--- src/rtl/drp_bridge.sv ---
module drp_bridge #(
  parameter int AW      = 8,
  parameter int DAW     = 7,
  parameter int DW      = 16,
  parameter int TIMEOUT = 1024
) (
  input  logic           clk,
  input  logic           rst_n,
  input  logic           bus_wr,
  input  logic [AW-1:0]  bus_addr,
  input  logic [31:0]    bus_wdata,
  output logic [31:0]    bus_rdata,
  output logic           core_release,
  output logic           prim_enable,
  output logic           drp_en,
  output logic           drp_we,
  output logic [DAW-1:0] drp_addr,
  output logic [DW-1:0]  drp_di,
  input  logic [DW-1:0]  drp_do,
  input  logic           drp_rdy
);
  localparam logic [AW-1:0] OFS_RST  = AW'(8'h40);
  localparam logic [AW-1:0] OFS_CTRL = AW'(8'h70);
  localparam logic [AW-1:0] OFS_STAT = AW'(8'h74);
  localparam int BIT_GO   = 29;
  localparam int BIT_RD   = 28;
  localparam int BIT_ADDR = 16;
  localparam int CW       = $clog2(TIMEOUT + 1);
  localparam logic [CW-1:0] CNT_LAST = CW'(TIMEOUT - 1);

  logic [1:0]    rst_q;
  logic          busy_q, err_q, rd_q;
  logic [DW-1:0] data_q;
  logic [CW-1:0] cnt_q;
  logic          accept, expire;

  assign accept = bus_wr && bus_addr == OFS_CTRL && bus_wdata[BIT_GO] && !busy_q;
  assign expire = busy_q && !drp_rdy && cnt_q == CNT_LAST;

  assign core_release = rst_q[0];
  assign prim_enable  = rst_q[1];

  always_ff @(posedge clk) begin
    if (!rst_n)
      rst_q <= '0;
    else if (bus_wr && bus_addr == OFS_RST)
      rst_q <= bus_wdata[1:0];
  end

  always_ff @(posedge clk) begin
    if (!rst_n) begin
      drp_en   <= 1'b0;
      drp_we   <= 1'b0;
      drp_addr <= '0;
      drp_di   <= '0;
      rd_q     <= 1'b0;
    end else if (accept) begin
      drp_en   <= 1'b1;
      drp_we   <= !bus_wdata[BIT_RD];
      drp_addr <= bus_wdata[BIT_ADDR +: DAW];
      drp_di   <= bus_wdata[0 +: DW];
      rd_q     <= bus_wdata[BIT_RD];
    end else begin
      drp_en   <= 1'b0;
      drp_we   <= 1'b0;
    end
  end

  always_ff @(posedge clk) begin
    if (!rst_n) begin
      busy_q <= 1'b0;
      err_q  <= 1'b0;
      data_q <= '0;
      cnt_q  <= '0;
    end else if (accept) begin
      busy_q <= 1'b1;
      err_q  <= 1'b0;
      cnt_q  <= '0;
    end else if (busy_q) begin
      if (drp_rdy) begin
        busy_q <= 1'b0;
        if (rd_q) data_q <= drp_do;
      end else if (expire) begin
        busy_q <= 1'b0;
        err_q  <= 1'b1;
      end else begin
        cnt_q <= cnt_q + 1'b1;
      end
    end
  end

  always_comb begin
    bus_rdata = '0;
    case (bus_addr)
      OFS_RST:  bus_rdata[1:0] = rst_q;
      OFS_STAT: begin
        bus_rdata[0 +: DW] = data_q;
        bus_rdata[16]      = busy_q;
        bus_rdata[17]      = err_q;
      end
      default: ;
    endcase
  end
endmodule

--- config.mk ---
export PLATFORM = sky130hd
export DESIGN_NAME = drp_bridge
export DESIGN_NICKNAME = d
export VERILOG_FILES = /design/src/rtl/drp_bridge.sv
export SDC_FILE = /design/constraint.sdc
export NUM_CORES = 1
export LEC_CHECK = 0
export BUFFER_PORTS_ARGS = -buffer_cell sky130_fd_sc_hd__clkbuf_2
export CORE_ASPECT_RATIO = 0.5
export CORE_MARGIN = 4
export CORE_UTILIZATION = 25
export DETAILED_ROUTE_END_ITERATION = 8
export PLACE_DENSITY = 0.58
export SYNTH_ARGS = -nofsm -noshare
export SYNTH_HDL_FRONTEND = slang
export SYNTH_SLANG_ARGS = --single-unit
export TNS_END_PERCENT = 50
--- constraint.sdc ---
create_clock -name clk -period 2.9 [get_ports clk]
set_clock_uncertainty 0.05 [all_clocks]
set_input_delay 0.58 -clock clk [delete_from_list [all_inputs] [get_ports clk]]
set_output_delay 0.58 -clock clk [all_outputs]
set_load 0.05 [all_outputs]
* After elaboration in Yosys (flattened, before gate mapping)
Index checks and enable logic that the tools add are counted.
** Storage, ports and cells
- Word-level logic and storage cells :: 40
- Output and inout port bits :: 59
- Flip-flop bits (word level) :: 57
- Memory bits (read-only) :: 0
- Memories :: 0
- Input port bits :: 60
- Bits in latches :: 0
- RAM bits :: 0
** Cells by class
- Shift-type cells :: 0
- Divide/modulo/power cells :: 0
- Bitwise gates (word level) :: 4
- Multipliers :: 0
- Equal/unequal tests :: 4
- Reductions and logical operators :: 14
- Muxes and demuxes :: 7
- Order comparisons :: 0
- Add/subtract/negate cells :: 1
** Operators by type and width (number)
- $eq 8x7->1 const B :: 3
- $mux 16 :: 1
- $add 11x1->11 const B :: 1
- $eq 11x10->1 const B :: 1
- $logic_and 1x1->1 :: 6
- $reduce_and 3->1 :: 2
- $mux 1 :: 5
- $not 1->1 :: 4
- $pmux 2 s2 :: 1
- $reduce_and 4->1 :: 1
- $logic_not 1->1 :: 3
- $reduce_and 2->1 :: 1
- $reduce_or 2->1 :: 1

* Depth between registers and ports, before layout
- Depth after elaboration :: 7
- Depth in mapped cells :: 6

* Least setup slack after synthesis
OpenSTA, ideal clock, no wires.
- Path kind :: input -> output
- From :: input port bus_addr[7]
- To :: output port bus_rdata[10]
- Stages on the path :: 5
- Data arrival time :: 1795 ps
- Path slack :: 475 ps
- Data required time :: 2270 ps
- Path buffers :: 2
- Cells stage by stage :: and4b_1 and3_1 buf_2 clkbuf_1 and2_1
** Between the ends
- Longest elaborated chain between the ends :: 2
** Ends and longest elaborated chain
- from (decl) :: line 10 : input logic [AW-1:0] bus_addr,
- $eq 8x7->1 :: line 94 : case (bus_addr)
- $mux 16 :: line 94
- to (decl) :: line 12 : output logic [31:0] bus_rdata,
Every way passes these cells.

* Worst setup path after layout
- From :: input port bus_addr[7]
- To :: output port bus_rdata[16]
The elaborated chain is that of the path after synthesis.

==> impl_metrics.ini <==
[detailed_routing]
postRouteWirelength_mm = 5.83
antenna_left = 0
wl_per_cell_um = 12.3
vias = 2113
drtPass1Iterations = 4
drt_iter0_drc = 75
detail_route.drc_violations = 0
vias_per_cell = 4.46

[worst_setup_path]
crit_slowest_cell = and3_1
crit_path_end_kind = output pin
critPathRequiredTime_ps = 2270
path_delay_family = simple AND/OR/NAND/NOR gates
start_kind = input port
critPathMostFrequentCell = clkbuf_2
crit_arrival_ps = 1850
critPathMaxFanout = 13
worst_path_largest_cell_delay_ps = 320
critPathBufInv = 3
critical_path.cell_chain = clkbuf_2, and4b_1, and3_1, buf_12, and2_2, clkbuf_2
critPathKind = input port to output pin

[timing]
max_slew_margin = 0.570
finalHoldViolCount = 0
tns_ps = 0
max_clock_freq_mhz = 403
min_period_ps = 2480
finalSetupViolations = 0
worst_slew_pin_slew_ps = 643
fin_crit_sh = 0.856
rsz0062_at_grt = false
slew_viol_final = 0

[cts]
cts_resized = 0
post_cts_buffers = 0
clkTransAtPathRegs_ps = 50
htreeDepth = 3
cts_buffers = 9
cts_hold_buf = 0
cts_buffer_depth = 2
clock_sinks = 57
cts_tree = done
cts-root-buf = clkbuf_16
worstSkewPairLatency_ps = 320

[global_route]
first_global_vias = 1991
overflow = 0
grt_use_total = 0.107
antenna_found_initial = 0
grt_pass1_wl_mm = 9.39
grt_max_degree = 26

[synthesis]
synth_cell_type_count = 37
avgSynthCellArea_sq_um = 9.25
synth_largest_area_cell = dfxtp_1
ys_ff_latch = 57
synth_top_area_share = 0.490
yosysSeqAreaShare = 0.490
synth_warnings = 0
syn_area_sq_mm = 0.00233
ys_top_cells_by_area = dfxtp_1 49%, a22o_1 9.8%, nand2_1 7.2%
syn_inst = 252

[power]
leakage_nw = 1.47
ir_drop_uv = 295
power_density_mw_per_mm2 = 668

[final_layout]
nFillCells = 930
final_cell_mix = 97 x clkbuf_2, 57 x dfxtp_1, 45 x nand2_1
layout_commonest_cell = clkbuf_2
drive_above_1_share = 0.359
final_util = 0.368
fin_nets = 413
diodes = 0
final_cell_area_sq_mm = 0.00327
synthToLayoutAreaGrowth_pct = 40.2

[hold_path]
min_path_type = flop to flop

[placed_design]
placed_area_sq_mm = 0.00290
gp_congestion = 0.771
port_buffers = 97
hpwl_mm = 4.27

[run]
cap_viol_max_count = 0

[die]
die_area_sq_mm = 0.0110
start_util = 0.262
die_w_um = 145
row_count = 24
die_height_um = 76.3
ioPinCount = 119
core_region_area_sq_mm = 0.00889

[run_status]
status = finished clean
[worst paths after layout]
kind	start	endpoint	slack, ps	depth (start not counted)
min	cnt_q[10]$_SDFFE_PP0P_	cnt_q[10]$_SDFFE_PP0P_	370	2
max reg2reg	cnt_q[0]$_SDFFE_PP0P_	cnt_q[7]$_SDFFE_PP0P_	1160	6
min reg2reg	cnt_q[10]$_SDFFE_PP0P_	cnt_q[10]$_SDFFE_PP0P_	370	2
max	bus_addr[7]	bus_rdata[16]	420	6
[where the power goes]
group,total [W],switching [W],internal [W]
Sequential,0.000784,0.000000173,0.000784
Combinational,0.0000999,0.0000694,0.0000305
Clock,0.00130,0.000373,0.000927
[worst reg2reg max path, cell delays in order, from the launching register on]
cell and delay, ps:
dfxtp_1 350, ha_1 250, nand2_1 140, nor4_1 100, buf_4 170, or4_1 470, a21oi_1 150
[final cells by class]
cell class,count,area (sq um),share of cell area
Clock inverter,7,141,0.0433
Sequential cell,57,1140,0.349
Clock buffer,9,225,0.0689
Inverter,2,7.51,0.00230
Tap cell,117,146,0.0448
Multi-Input combinational cell,179,1060,0.325
Timing Repair Buffer,103,543,0.166
[logic make-up (layout without fill, tap and decap cells)]
kind of cell,count (synthesis),count (layout),synth area share
AND/OR/NAND/NOR,99,99,0.231
adder cells (fa/ha/maj),1,1,0.00537
buffers and inverters,29,121,0.0757
other,1,14,0.00161
AO/OA/AOI/OAI,63,63,0.188
multiplexers,2,2,0.00859
flip-flops,57,57,0.490
[cells in the mapped netlist (all sizes together)]
cell type	number
dfxtp	57
nand2	45
a21oi	27
a22o	26
buf	23
and2	17
nor3	7
and3	5
nand3	5
or4	5
clkbuf	4
o31ai	4
nor2	3
o21ai	3
inv	2
mux2i	2
nor4	2
or3	2
a311oi	1
a31oi	1
and2b	1
and4	1
and4b	1
and4bb	1
conb	1
ha	1
nand2b	1
nand3b	1
nand4	1
o211a	1
or2b	1
[per-stage QoR]
| stage | std cells | hold WS (ps) | total power [W] | worst slack [ps] |
|---|---|---|---|---|
| detailed placement | 458 | 367 | 0.000900 | 405 |
| global placement | 458 | 361 | 0.000901 | 383 |
| global route | 474 | 387 | 0.00226 | 302 |
| CTS | 474 | 375 | 0.00221 | 398 |
| finish | 474 | 374 | 0.00218 | 418 |
| floorplan | 265 | 353 | 0.000872 | 475 |
[per-layer routing]
layer	track usage	share of wire	up-vias
met5	0	0	-
met4	0.0503	0.017	0
met3	0.0332	0.050	11
met2	0.181	0.49	50
met1	0.122	0.44	983
li1	-	-	1069
[state kept, by name, summed over array words and instances (netlist names)]
name	flops
data_q	16
drp_di	16
cnt_q	11
drp_addr	7
rst_q	2
busy_q	1
drp_en	1
drp_we	1
err_q	1
rd_q	1
Power figures use the tool's default switching activity.
